**src/rtl/dma_wm_pkg.sv**
```systemverilog
package dma_wm_pkg;

  typedef enum logic { DIR_TX = 1'b0, DIR_RX = 1'b1 } wm_dir_e;

  // Accesses still owed after the access that opens a burst.
  // A level value of 0 is treated as a burst of one access.
  function automatic int unsigned burst_rest(input int unsigned lvl);
    return (lvl == 0) ? 0 : lvl - 1;
  endfunction

  // Level condition: receive needs count >= level, transmit needs count < level.
  function automatic logic level_met(input wm_dir_e dir,
                                     input int unsigned cnt,
                                     input int unsigned lvl);
    return (dir == DIR_RX) ? (cnt >= lvl) : (cnt < lvl);
  endfunction

endpackage

```
**src/rtl/dma_wm_lane.sv**
```systemverilog
module dma_wm_lane
  import dma_wm_pkg::*;
#(
  parameter int      LVL_W = 7,
  parameter wm_dir_e DIR   = DIR_RX
) (
  input  logic             clk,
  input  logic             rst_n,
  input  logic             en,
  input  logic             dma_en,
  input  logic [LVL_W-1:0] lvl,
  input  logic [LVL_W-1:0] fill,
  input  logic             stb,
  output logic             req
);

  logic [LVL_W-1:0] owed_q;
  logic             idle;
  logic             hit;
  logic             burst_start;
  logic             step;

  assign idle        = (owed_q == '0);
  assign hit         = level_met(DIR, 32'(fill), 32'(lvl));
  assign req         = en & dma_en & idle & hit;
  assign burst_start = req & stb;
  assign step        = en & ~idle & stb;

  always_ff @(posedge clk or negedge rst_n) begin
    if (!rst_n) begin
      owed_q <= '0;
    end else if (!en) begin
      owed_q <= '0;
    end else if (burst_start) begin
      owed_q <= LVL_W'(burst_rest(32'(lvl)));
    end else if (step) begin
      owed_q <= owed_q - 1'b1;
    end
  end


  burst_drop_chk: assert property (@(posedge clk) disable iff (!rst_n)
    (req && stb && lvl > 1) |=> !req);


  reenable_arm_chk: assert property (@(posedge clk) disable iff (!rst_n)
    (!$past(en) && en && dma_en && hit) |-> req);


  hold_chk: assert property (@(posedge clk) disable iff (!rst_n)
    (en && !stb) |=> $stable(owed_q));


  count_dec_chk: assert property (@(posedge clk) disable iff (!rst_n)
    (en && !idle && stb) |=> (owed_q == $past(owed_q) - 1'b1));


  mask_low_chk: assert property (@(posedge clk) disable iff (!rst_n)
    (!dma_en && idle && en) |=> (owed_q == '0));

endmodule

```
**src/rtl/dma_wm_req.sv**
```systemverilog
module dma_wm_req
  import dma_wm_pkg::*;
#(
  parameter int LVL_W = 7
) (
  input  logic             clk,
  input  logic             rst_n,
  input  logic             chan_en,
  input  logic             rx_dma_en,
  input  logic             tx_dma_en,
  input  logic [LVL_W-1:0] rx_full_lvl,
  input  logic [LVL_W-1:0] tx_empty_lvl,
  input  logic [LVL_W-1:0] fifo_bytes,
  input  logic             rx_rd_stb,
  input  logic             tx_wr_stb,
  output logic             rx_req,
  output logic             tx_req
);

  localparam int NDIR = 2;

  logic [NDIR-1:0]            dma_en_v;
  logic [NDIR-1:0]            stb_v;
  logic [NDIR-1:0]            req_v;
  logic [NDIR-1:0][LVL_W-1:0] lvl_v;

  // index 1 = receive, index 0 = transmit
  assign dma_en_v = {rx_dma_en, tx_dma_en};
  assign stb_v    = {rx_rd_stb, tx_wr_stb};
  assign lvl_v    = {rx_full_lvl, tx_empty_lvl};

  for (genvar d = 0; d < NDIR; d++) begin : g_lane
    dma_wm_lane #(
      .LVL_W (LVL_W),
      .DIR   ((d == 1) ? DIR_RX : DIR_TX)
    ) u_lane (
      .clk    (clk),
      .rst_n  (rst_n),
      .en     (chan_en),
      .dma_en (dma_en_v[d]),
      .lvl    (lvl_v[d]),
      .fill   (fifo_bytes),
      .stb    (stb_v[d]),
      .req    (req_v[d])
    );
  end

  assign rx_req = req_v[1];
  assign tx_req = req_v[0];


  off_quiet_chk: assert property (@(posedge clk) disable iff (!rst_n)
    !chan_en |-> (!rx_req && !tx_req));

endmodule

```
**config.mk**
```make
export PLATFORM = sky130hd
export DESIGN_NAME = dma_wm_req
export DESIGN_NICKNAME = d
export VERILOG_FILES = /design/src/rtl/dma_wm_pkg.sv /design/src/rtl/dma_wm_lane.sv /design/src/rtl/dma_wm_req.sv
export SDC_FILE = /design/constraint.sdc
export NUM_CORES = 1
export LEC_CHECK = 0
export BUFFER_PORTS_ARGS = -buffer_cell sky130_fd_sc_hd__buf_2
export CORE_ASPECT_RATIO = 0.5
export CORE_UTILIZATION = 45
export DETAILED_ROUTE_END_ITERATION = 10
export PLACE_DENSITY_LB_ADDON = 0.25
export SLEW_MARGIN = 20
export SYNTH_ARGS = -nofsm -noshare
export SYNTH_HDL_FRONTEND = slang
export SYNTH_HIERARCHICAL = 1
export SYNTH_SLANG_ARGS = --single-unit
```
**constraint.sdc**
```tcl
create_clock -name clk -period 2.2 [get_ports clk]
set_clock_uncertainty 0.2 [all_clocks]
set_input_delay 0.11 -clock clk [delete_from_list [all_inputs] [get_ports clk]]
set_output_delay 0.11 -clock clk [all_outputs]
set_load 0.05 [all_outputs]
```
# Word level (Yosys, flattened, before mapping)
# Index checks and enable logic that the tools add are counted.
# W data, S select, Z words.
# classes
addsub	4
magnitude_cmp	2
n_eq_ne	2
muxes	8
bitwise_logic	14
reduce_logical	4
# op_table
op	n
$mux W7	8
$logic_not A7 Y1	4
$sub A7 B1 Y7 const B	4
$and A1 B1 Y1	12
$ge A7 B7 Y1	1
$lt A7 B7 Y1	1
$ne A3 B1 Y1 const B	2
$not A1 Y1	2
# totals
ff_bits	14
output_inout_bits	2
word_cells	36

# Longest topological paths before layout
# logic_depth
ltp_word	7
mapped_depth	7
depth_no_buf	7

# By module
# Netlist, hierarchy kept.
# by_module_without_submodules
module	n_inst	cells_per_inst	area_each_um2	seq_area_each_um2
dma_wm_lane (g_lane[1].u_lane)	1	93	793.3	175.2
dma_wm_lane (g_lane[0].u_lane)	1	82	721.9	175.2

# Least setup slack after synthesis
# Ideal clock, no wire load.
# synth_path
path_kind	register to output
start	reg g_lane[0].u_lane.owed_q[4]
end	out tx_req
arrival_ns	1.814
required_time_ns	1.890
setup_slack_ns	0.076
path_stages_with_launch	5
path_buffers	0
cell_sequence	dfrtp_1 -> or3_4 -> nor3_2 -> o2111ai_2 -> nor2_1
# synth_between
elab_chain_len	3
# synth_rtl
item	line	rtl
from (decl)	dma_wm_lane.sv:17	logic [LVL_W-1:0] owed_q;
from (signal assigned)	dma_wm_lane.sv:35	owed_q <= LVL_W'(burst_rest(32'(lvl)));
from (signal assigned)	dma_wm_lane.sv:37	owed_q <= owed_q - 1'b1;
$logic_not A7 Y1	dma_wm_lane.sv:23	assign idle = (owed_q == '0);
$and A1 B1 Y1 (2 in series)	dma_wm_lane.sv:25	assign req = en & dma_en & idle & hit;
to (decl)	dma_wm_req.sv:17	output logic tx_req
# No other way between the ends.

# Final worst setup path
# layout_path
start	reg g_lane[1].u_lane.owed_q[4]
end	out rx_req
# layout_between
elab_chain_len	3
# layout_rtl
item	line	rtl
from (decl)	dma_wm_lane.sv:17	
from (signal assigned)	dma_wm_lane.sv:35	
from (signal assigned)	dma_wm_lane.sv:37	
$logic_not A7 Y1	dma_wm_lane.sv:23	
$and A1 B1 Y1 (2 in series)	dma_wm_lane.sv:25	
to (decl)	dma_wm_req.sv:16	output logic rx_req,
# No other way between the ends.

==> metrics.md <==
| Metric | Value |
|---|---|
| Total Routed Length | `around 3700 µm` |
| First-pass GRT wire length | `6120 µm` |
| Final period utilization | `97.4%` |
| Root Buffer | `clkbuf_8` |
| H-tree depth | `1` |
| Vias in the first global route | `1471` |
| ANT nets after route | `0` |
| Worst-margin pin slew | `525 ps` |
| Crit end category | `output port` |
| Gr usage total | `21.6%` |
| Synth warnings | `6` |
| Critical path origin | `g_lane[1].u_lane/owed_q[4]$_DFFE_PN0P_` |
| Number of distinct library cells after synthesis | `51` |
| TritonCTS clock tree | `built` |
| Pre-antenna DRT Iters | `4` |
| Status | `finished clean` |
| CP Data Arrival Time | `1830 ps` |
| RSZ-0062 raised after global routing | `no` |
| Post-DP HPWL | `between 2000 and 3000 µm` |
| Synth Instances | `175` |
| Largest net degree at the start of global routing | `15` |
| DR DRC count | `0` |
| Yosys top cell area share | `23.1%` |
| Avg Synthesized Cell Area | `between 8 and 9 µm²` |
| Fin worst setup slack | `57.2 ps` |
| Synth area leaders | `dfrtp_1, ha_1, xnor2_1, inv_1, nand2b_1` |
| Fin cells | `260` |
| Max rail drop VDD | `0.000531 V` |
| Placed instance count | `249` |
| Critical path class | `reg2out` |
| Most common cell in the synthesized netlist | `inv_1` |
| Clock buffers created by TritonCTS | `3` |
| Vias | `1457` |
| Number of setup violations in the final report | `0` |
| Largest Register | `g_lane.u_lane/owed_q` |
| Hold path startpoint | `rx_full_lvl[2]` |
| Die height | `approximately 43 µm` |
| Max-Cap Viols | `0` |
| Synthesized Nets | `223` |
| Worst Path Max Fanout | `4` |
| GP Congestion | `0.827` |
| Start of the worst register-to-register path | `g_lane[1].u_lane/owed_q[1]$_DFFE_PN0P_` |
| Number of fill cells | `270` |
| Post-synth EDFFs | `0` |
| Deepest clock path buffer count | `2` |
| Drt wl/cell | `14.2 µm` |
| GRT overflow | `0` |
| Ports | `30` |
| Clock period minus worst slack | `2140 ps` |
| Power Dens Cells | `slightly above 1000 nW/µm²` |
| # diodes | `0` |
| Number of I/O port buffers | `29` |
| Main synth FF type | `dfrtp_1` |
| Pins Over Slew Limit | `0` |
| DRT iter0 DRCs | `36` |
| Layout area overhead | `25.2%` |
| Ratio of cells with drive above 1 in the final layout | `28.6%` |
| Die Wd | `84.1 µm` |
| Fmax | `about 470 MHz` |
| Synth Register Bits | `14` |
| Fin. Hold Viols | `0` |
| # nets final | `270` |
| Worst-path clk slew | `60 ps` |
| Clk sink count | `14` |
| Pleak | `0.000911 µW` |
| Core Box Area | `3100 µm²` |
| Clk_lat worst skew | `between 200 and 250 ps` |
| Initial antenna violation count | `0` |
| Largest registers | `g_lane.u_lane/owed_q x14` |
| Vias/cell | `5.60` |
| Max reg flops | `14` |
| Asr flop ratio synth | `100%` |
| Tot Pwr | `roughly 1900 µW` |
| Cell taking the most area after synthesis | `dfrtp_1` |
| Initial core utilization | `about half` |
| Sequential-to-total area share from yosys stat | `23.1%` |
| Synth top cells by count | `inv_1, ha_1, dfrtp_1` |
| Place WS | `34.6 ps` |
| Slew Limit Headroom | `64.6%` |
| Hold Path Class | `in2reg` |
| Crit path required time | `1890 ps` |
| Row cnt | `14` |
| Setup_tns | `0 ps` |
| Die ar. | `3620 µm²` |
| CP Launch Type | `flip-flop` |
| Mapped cell area | `1520 µm²` |
routing by layer:
layer  GRT usage (%)  vias up  routed length, µm
met5               0        -                  0
met4            2.07        0                  0
li1                -      735                  -
met3            6.42        0                153
met2            40.3       29               1800
met1            25.6      693               1730
cells by family after synthesis:
group	Yosys count	share of synthesized area (%)
buf+inv	26	6.61
compound gates	39	18.4
mux	4	2.81
xor+xnor	13	7.51
flops	14	23.1
fa+ha+maj	20	16.5
simple gates	59	25.0
per-stage QoR:
| step | utilization [%] | area (µm²) | hold slack [ps] |
|---|---|---|---|
| 6_report | 61.2 | 1900 | 5.81 |
| 2_1_floorplan | - | 1520 | -386 |
| 3_5_place_dp | 56.5 | 1750 | -173 |
| 4_1_cts | 59.8 | 1860 | 7.27 |
| 3_3_place_gp | 56.5 | 1750 | -168 |
| 5_1_grt | 61.2 | 1900 | 33.3 |
cell type report:
cell class	count	area (µm²)	area share (%)
inverter	24	90.1	4.75
timing repair buffer	44	278	14.6
tap	40	50.0	2.64
multi-input combinational	135	1090	57.3
clock buffer	3	41.3	2.18
sequential	14	350	18.5
critical path, cell delays in order (launching register included):
cell	delay (ps)
dfrtp_1	400
or4_4	590
nor2_8	120
and3_4	180
and2_2	150
buf_8	140
cells in the final DEF, fill, tap and decap left out, types with 4 or more instances in the layout:
cell      count
buf_2        27
inv_1        24
ha_1         19
dfrtp_1      14
buf_4        12
xnor2_1      11
nand2_1       8
nor2_1        7
a21oi_1       5
o21ai_0       5
nand3_1       5
nor3_1        5
nand2b_1      4
and3_1        4
o22ai_1       4
repair_timing:
action	4_1_cts	5_1_grt
setup buffers	3	2
hold buffers	3	0
hold endpoints to repair	16	0
endpoints found under the setup margin	1	6
pin swaps	2	5
gates resized for setup	3	6
power by group:
group	total, µW	internal (µW)	switching, µW
logic	1270	648	624
clock network	215	121	93.4
registers	457	362	95.2
path summary, 6_finish.rpt:
path,to,slack [ps],depth (start not counted)
max in group asynchronous,g_lane[0].u_lane/owed_q[0]$_DFFE_PN0P_,1450,2
worst min register to register,g_lane[1].u_lane/owed_q[6]$_DFFE_PN0P_,380,2
worst max register to register,g_lane[1].u_lane/owed_q[4]$_DFFE_PN0P_,60,7
min in group asynchronous,g_lane[1].u_lane/owed_q[6]$_DFFE_PN0P_,90,2
worst min-delay path,g_lane[1].u_lane/owed_q[2]$_DFFE_PN0P_,6,3
worst max-delay path,rx_req,60,5
Power figures use the tool's default switching activity.
